[config.mk]
export PLATFORM = sky130hd
export DESIGN_NAME = x2_clk_tree
export DESIGN_NICKNAME = d
export VERILOG_FILES = /design/src/rtl/x2ct_pkg.sv /design/src/rtl/x2ct_ctl_reg.sv /design/src/rtl/x2ct_phase_gen.sv /design/src/rtl/x2ct_mode_sync.sv /design/src/rtl/x2ct_gate_out.sv /design/src/rtl/x2_clk_tree.sv
export SDC_FILE = /design/constraint.sdc
export NUM_CORES = 1
export LEC_CHECK = 0
export ABC_AREA = 1
export ABC_CLOCK_PERIOD_IN_PS = 1800
export CAP_MARGIN = 40
export CORE_MARGIN = 2
export CORE_UTILIZATION = 40
export DETAILED_ROUTE_END_ITERATION = 10
export HOLD_SLACK_MARGIN = 0.02
export PLACE_DENSITY = 0.76
export SLEW_MARGIN = 10
export SYNTH_ARGS = -nofsm -noshare
export SYNTH_HDL_FRONTEND = slang
export SYNTH_HIERARCHICAL = 1
export SYNTH_SLANG_ARGS = --single-unit
[constraint.sdc]
create_clock -name clk -period 1.8 [get_ports clk]
set_input_delay 0.36 -clock clk [delete_from_list [all_inputs] [get_ports clk]]
set_output_delay 0.36 -clock clk [all_outputs]
set_load 0.02 [all_outputs]
[src/rtl/x2ct_pkg.sv]
package x2ct_pkg;

   localparam int unsigned PER_N = 6;
   localparam int unsigned CTL_W = 8;

   typedef struct packed {
      logic [PER_N-1:0] per_slow;
      logic             glb_fast;
   } ctl_t;

endpackage

[src/rtl/x2ct_ctl_reg.sv]
module x2ct_ctl_reg
   import x2ct_pkg::*;
(
   input  logic             clk,
   input  logic             rst_n,
   input  logic             fuse_x2,
   input  logic             wr_en,
   input  logic [CTL_W-1:0] wr_data,
   output ctl_t             ctl_q,
   output logic [CTL_W-1:0] rd_data
);

   logic unused_rsv;
   assign unused_rsv = wr_data[CTL_W-1];

   always_ff @(posedge clk) begin
      if (!rst_n) begin
         ctl_q.per_slow <= '0;
         ctl_q.glb_fast <= fuse_x2;
      end else if (wr_en) begin
         ctl_q.per_slow <= wr_data[PER_N:1];
         ctl_q.glb_fast <= wr_data[0];
      end
   end

   assign rd_data = {1'b0, ctl_q.per_slow, ctl_q.glb_fast};

endmodule

[src/rtl/x2ct_phase_gen.sv]
module x2ct_phase_gen #(
   parameter int unsigned RATIO = 12,
   localparam int unsigned HALF = RATIO / 2,
   localparam int unsigned PW   = $clog2(RATIO)
) (
   input  logic          clk,
   input  logic          rst_n,
   output logic [PW-1:0] phase_q,
   output logic          half_rise,
   output logic          tick_slow,
   output logic          tick_fast
);

   localparam logic [PW-1:0] LAST     = PW'(RATIO - 1);
   localparam logic [PW-1:0] MID_LAST = PW'(HALF - 1);

   always_ff @(posedge clk) begin
      if (!rst_n)               phase_q <= '0;
      else if (phase_q == LAST) phase_q <= '0;
      else                      phase_q <= phase_q + 1'b1;
   end

   // the half-rate clock is the phase parity; it rises when leaving an even phase
   assign half_rise = ~phase_q[0];
   assign tick_slow = (phase_q == LAST);
   assign tick_fast = (phase_q == LAST) | (phase_q == MID_LAST);

endmodule

[src/rtl/x2ct_mode_sync.sv]
module x2ct_mode_sync
   import x2ct_pkg::*;
(
   input  logic             clk,
   input  logic             rst_n,
   input  logic             fuse_x2,
   input  logic             half_rise,
   input  ctl_t             ctl_q,
   output logic             glb_eff,
   output logic [PER_N-1:0] slow_eff
);

   always_ff @(posedge clk) begin
      if (!rst_n) begin
         glb_eff  <= fuse_x2;
         slow_eff <= '0;
      end else if (half_rise) begin
         glb_eff  <= ctl_q.glb_fast;
         slow_eff <= ctl_q.per_slow;
      end
   end

endmodule

[src/rtl/x2ct_gate_out.sv]
module x2ct_gate_out #(
   parameter int unsigned N = 6
) (
   input  logic         tick_slow,
   input  logic         tick_fast,
   input  logic         glb_eff,
   input  logic [N-1:0] slow_eff,
   input  logic         idle,
   input  logic         pdown,
   output logic         cpu_ce,
   output logic [N-1:0] periph_ce
);

   assign cpu_ce = (glb_eff ? tick_fast : tick_slow) & ~idle & ~pdown;

   for (genvar i = 0; i < N; i++) begin : g_per
      logic fast_sel;
      assign fast_sel     = glb_eff & ~slow_eff[i];
      assign periph_ce[i] = (fast_sel ? tick_fast : tick_slow) & ~pdown;
   end

endmodule

[src/rtl/x2_clk_tree.sv]
module x2_clk_tree
   import x2ct_pkg::*;
#(
   parameter int unsigned RATIO_STD = 12
) (
   input  logic             clk,
   input  logic             rst_n,
   input  logic             fuse_x2,
   input  logic             wr_en,
   input  logic [CTL_W-1:0] wr_data,
   output logic [CTL_W-1:0] rd_data,
   input  logic             idle,
   input  logic             pdown,
   output logic             cpu_ce,
   output logic [PER_N-1:0] periph_ce
);

   localparam int unsigned PW = $clog2(RATIO_STD);

   if (RATIO_STD < 4 || (RATIO_STD % 4) != 0) begin : g_bad_ratio
      $error("x2_clk_tree: RATIO_STD must be a multiple of 4 and at least 4");
   end
   if (CTL_W != PER_N + 2) begin : g_bad_width
      $error("x2_clk_tree: register width must hold global, peripheral and reserved bits");
   end

   ctl_t             ctl_q;
   logic [PW-1:0]    phase_q;
   logic             half_rise;
   logic             tick_slow;
   logic             tick_fast;
   logic             glb_eff;
   logic [PER_N-1:0] slow_eff;

   x2ct_ctl_reg u_reg (
      .clk     (clk),
      .rst_n   (rst_n),
      .fuse_x2 (fuse_x2),
      .wr_en   (wr_en),
      .wr_data (wr_data),
      .ctl_q   (ctl_q),
      .rd_data (rd_data)
   );

   x2ct_phase_gen #(.RATIO(RATIO_STD)) u_phase (
      .clk       (clk),
      .rst_n     (rst_n),
      .phase_q   (phase_q),
      .half_rise (half_rise),
      .tick_slow (tick_slow),
      .tick_fast (tick_fast)
   );

   x2ct_mode_sync u_sync (
      .clk       (clk),
      .rst_n     (rst_n),
      .fuse_x2   (fuse_x2),
      .half_rise (half_rise),
      .ctl_q     (ctl_q),
      .glb_eff   (glb_eff),
      .slow_eff  (slow_eff)
   );

   x2ct_gate_out #(.N(PER_N)) u_gate (
      .tick_slow (tick_slow),
      .tick_fast (tick_fast),
      .glb_eff   (glb_eff),
      .slow_eff  (slow_eff),
      .idle      (idle),
      .pdown     (pdown),
      .cpu_ce    (cpu_ce),
      .periph_ce (periph_ce)
   );

endmodule

### Word level (Yosys, flattened, before mapping)

Index checks and enable logic that the tools add are counted.

| cells by class | value |
|---|---|
| add/subtract/negate cells | 1 |
| eq/ne operators | 4 |
| mux-type cells | 11 |
| bitwise gates (word level) | 24 |
| reduce and logical (&&, ||, !) cells | 1 |

Operators with widths:

| kind | count |
|---|---|
| $and A1 B1 Y1 | 14 |
| $mux W1 | 11 |
| $not A1 Y1 | 9 |
| $add A4 B1 Y4 const B | 1 |
| $eq A4 B3 Y1 const B | 1 |
| $eq A4 B4 Y1 const B | 1 |
| $ne A2 B1 Y1 const B | 1 |
| $ne A2 B2 Y1 const B | 1 |
| $reduce_or A2 Y1 | 1 |
| $or A1 B1 Y1 | 1 |

| word-level totals | value |
|---|---|
| register bits after elaboration | 18 |
| word-level logic and storage cells | 46 |

### Logic depth before layout (Yosys ltp)

| logic depth | value |
|---|---|
| word-level depth | 5 |
| gate-level depth with buffers | 8 |
| gate-level depth less buffers | 8 |

### Modules after synthesis

Netlist, hierarchy kept.

Modules (own cells, without submodules):

| module | instances | cells each | area an instance (sq um) | seq. area each (sq um) |
|---|---|---|---|---|
| x2ct_ctl_reg | 1 | 53 | 362.8 | 150.1 |
| x2ct_mode_sync | 1 | 44 | 299.0 | 150.1 |
| x2ct_phase_gen | 1 | 24 | 195.2 | 80.1 |
| x2ct_gate_out | 1 | 40 | 183.9 | 0.0 |

### Worst setup path before layout

Ideal clock, no wire load.

| path | value |
|---|---|
| path type | flip-flop to output port |
| from | reg u_phase.phase_q[0] |
| to | out cpu_ce |
| arrival time | 1.287 ns |
| required time | 1.440 ns |
| slack | 0.153 ns |
| cell stages (with the launch flop) | 8 |
| buffers on the path | 0 |
| cells stage by stage | dfxtp_1 > ha_1 > nand3_2 > inv_1 > inv_2 > nand2_2 > nand2_2 > nor2_1 |

| on the way | value |
|---|---|
| longest elaborated chain between the ends | 5 |
| elaborated cells between the ends (all ways) | 6 |
| classes of those cells | eq/ne: 2; mux: 1; bitwise: 3 |

RTL lines:

| element | line | RTL |
|---|---|---|
| from (decl) | x2ct_phase_gen.sv:8 | `output logic [PW-1:0] phase_q,` |
| from (signal assigned) | x2ct_phase_gen.sv:20 | `else phase_q <= phase_q + 1'b1;` |
| $eq A4 B4 Y1 * | x2ct_phase_gen.sv:25 | `assign tick_slow = (phase_q == LAST);` |
| net tick_slow | x2_clk_tree.sv:30 | `logic tick_slow;` |
| $or A1 B1 Y1 | x2ct_phase_gen.sv:26 | `assign tick_fast = (phase_q == LAST) \| (phase_q == MID_LAST);` |
| $mux W1 * | x2ct_gate_out.sv:14 | `assign cpu_ce = (glb_eff ? tick_fast : tick_slow) & ~idle & ~pdown;` |
| $and A1 B1 Y1 * (2 in series) | x2ct_gate_out.sv:14 |  |
| to (decl) | x2_clk_tree.sv:14 | `output logic cpu_ce,` |

Mark *: on every way through the listed nets, which the timed path passes. The rest lies on a longest branch.

### Worst setup path in the final report

| path | value |
|---|---|
| from | reg u_phase.phase_q[1] |
| to | out periph_ce[5] |

| on the way | value |
|---|---|
| longest elaborated chain between the ends | 4 |
| elaborated cells between the ends (all ways) | 5 |
| classes of those cells | eq/ne: 2; mux: 1; bitwise: 2 |

RTL lines:

| element | line | RTL |
|---|---|---|
| $eq A4 B4 Y1 / $eq A4 B3 Y1 (equally long branches) | x2ct_phase_gen.sv:26 |  |
| $or A1 B1 Y1 * | x2ct_phase_gen.sv:26 |  |
| net tick_fast | x2_clk_tree.sv:31 | `logic tick_fast;` |
| $mux W1 * | x2ct_gate_out.sv:19 | `assign periph_ce[i] = (fast_sel ? tick_fast : tick_slow) & ~pdown;` |
| $and A1 B1 Y1 * | x2ct_gate_out.sv:19 |  |
| to (decl) | x2_clk_tree.sv:15 | `output logic [PER_N-1:0] periph_ce` |

Marks and branches as above.

==> results_dict.tcl <==
set metrics [dict create \
    layout-drive-gt1-share_pct 26.5 \
    run_status "complete, no violations" \
    fin_crit_sh_pct 98.8 \
    rows 18 \
    place_inst 211 \
    start_util_pct 42.0 \
    cp-start-kind "flip-flop" \
    skew_ns 0.00586 \
    syn_area_um2 1040 \
    core-area_um2 2480 \
    path_clk_slew_ns 0.10 \
    gp_congestion 0.646 \
    ys_warn_count 6 \
    hold_path_class "flip-flop to flip-flop" \
    antenna_found_initial 0 \
    cts_buffer_depth 2 \
    n_antenna_cell 0 \
    grt_max_degree 20 \
    grt_pass1_wl_um 3190 \
    die_h_um 55.0 \
    synthFlopType "dfxtp_1" \
    h-tree-depth 1 \
    postRouteAntennaNets 0 \
    ys_ff_latch 18 \
    boundaryPins 29 \
    fill_cells 252 \
    hpwl_um 1380 \
    seq_area_frac_synth_pct 36.5 \
    fmax_mhz 562 \
    worst_setup_path_end_kind "output port" \
    max-vdd-ir-drop_v 0.000395 \
    worstSetupPathType "flip-flop to output port" \
    routed_wirelength_um 2000 \
    pwr_density_cell_nw_per_um2 648 \
    netlist_instances 161 \
    viasPerCell 4.45 \
    cts-root-buf "clkbuf_4" \
    setup_slack_ns 0.0210 \
    dieArea_um2 3030 \
    hold_ws_ns 0.479 \
    synth_edf_count 2 \
    portBuffers 26 \
    grt_overflow_total 0 \
    vias 974 \
    syn_to_final_growth_pct 38.0 \
    cp.arrival_ns 1.42 \
    track_usage_pct 14.5 \
    final_cells 219 \
    clock_latency_ns 0.28 \
    rsz0062_at_grt "true" \
    place_worst_setup_slack_ns -0.259 \
    power_mw 0.930 \
    synth_fp_nets 177 \
    first_global_vias 789 \
    synthArstFlopShare_pct 0 \
    cts_buffers 3 \
    wire_per_inst_um 9.15 \
    period_minus_slack_ns 1.78 \
    worstPathRequired_ns 1.44 \
    cp_max_fo 6 \
    finalHoldViolCount 0 \
    dr.pass1.iters 4 \
    synth.avg_cell_area_um2 6.47 \
    finalSetupViolations 0 \
    tritoncts "yes" \
    maxCapViolCount 0 \
    report.final.slew_viol_count 0 \
    fp.dieW_um 55.0 \
    drc 0 \
    drtIter0Drc 17 \
    ctsHoldBuffers 0 \
    final_nets 206 \
    final_util_pct 58.0 \
    p_leak_nw 0.701 \
    clock-sinks 18 \
    synth.distinct_cells 21 \
]
path summary, 6_finish.rpt:
path	start	end	slack, ns	cells after the start
max	u_phase/phase_q[1]	periph_ce[5]	0.02	9
min	u_sync/slow_eff[4]	u_sync/slow_eff[4]	0.48	2
max reg2reg	u_phase/phase_q[0]	u_sync/glb_eff	0.46	5
min reg2reg	u_sync/slow_eff[4]	u_sync/slow_eff[4]	0.48	2
area by class of cell:
class | count | area (µm²) | area share (%)
Clock inverter | 1 | 3.75 | 0.261
Clock buffer | 3 | 22.5 | 1.57
Sequential cell | 18 | 388 | 27.0
Multi-Input combinational cell | 99 | 527 | 36.7
Tap cell | 30 | 37.5 | 2.61
Timing Repair Buffer | 37 | 333 | 23.2
Inverter | 31 | 125 | 8.71
repair_timing:
| item | in CTS | in global routing |
|---|---|---|
| setup endpoints to repair | 7 | 7 |
| gates resized for setup | 45 | 20 |
| pin swaps | 3 | 12 |
| setup buffers | 2 | 2 |
| cloned | 0 | 0 |
per-stage QoR:
stage	TNS (ns)	area [µm²]
after floorplan	0	1040
after detailed placement	-1.57	1290
after global routing	-0.359	1440
final	0	1440
after CTS	0	1350
after global placement	-1.36	1290
layout by cell type, fill, tap and decap left out, types with 3 or more instances in the layout:
cell and count:
a21oi_2 3, inv_1 25, clkdlybuf4s50_1 19, a21oi_1 3
buf_4 16, dfxtp_1 14, nand2_1 36, nand2_2 6
nand3_2 6, clkbuf_4 3, inv_4 3, nor2_1 32
where the power goes:
part           internal (mW)  leakage [nW]  switching, mW  total [mW]
Clock                 0.0805        0.0154          0.115       0.196
Sequential             0.437         0.154         0.0235       0.460
Combinational          0.131         0.531          0.144       0.275
Total                  0.648         0.701          0.282       0.930
per-layer routing:
layer  routed length (µm)  track usage [%]  vias up
met5                    0                0        -
met4                   38             9.76        0
met3                  106             1.61        4
met2                 1000             25.4       27
met1                  857             16.6      426
li1                     -                -      517
kinds of logic after synthesis:
kind of cell,after synthesis,share of synthesized area [%]
buf+inv,44,21.3
compound gates,8,4.21
fa+ha+maj,2,2.40
flops,18,36.5
simple gates,88,35.2
other cells,1,0.360
critical path, cell delays in order (launching register included):
cell     delay (ns)
dfxtp_4        0.38
inv_2          0.05
ha_4           0.15
nand3_2        0.06
nand2_2        0.07
inv_4          0.09
nand3_1        0.09
nand2_1        0.07
nor2_1         0.04
buf_4          0.15
flip-flops by register name, summed over array words and instances (netlist names):
signal	count
u_sync/slow_eff	6
u_reg/ctl_q	7
u_phase/phase_q	4
u_sync/glb_eff	1
Yosys cell counts (3+ instances only):
library cell	n	share of area, %
a21oi_1	5	2.4
buf_4	8	5.8
buf_6	3	3.2
dfxtp_1	16	31
inv_1	27	9.7
inv_2	3	1.1
nand2_1	40	14
nand2_2	3	1.8
nand3_1	7	3.4
nor2_1	33	12
(Power assumes the default switching activity.)
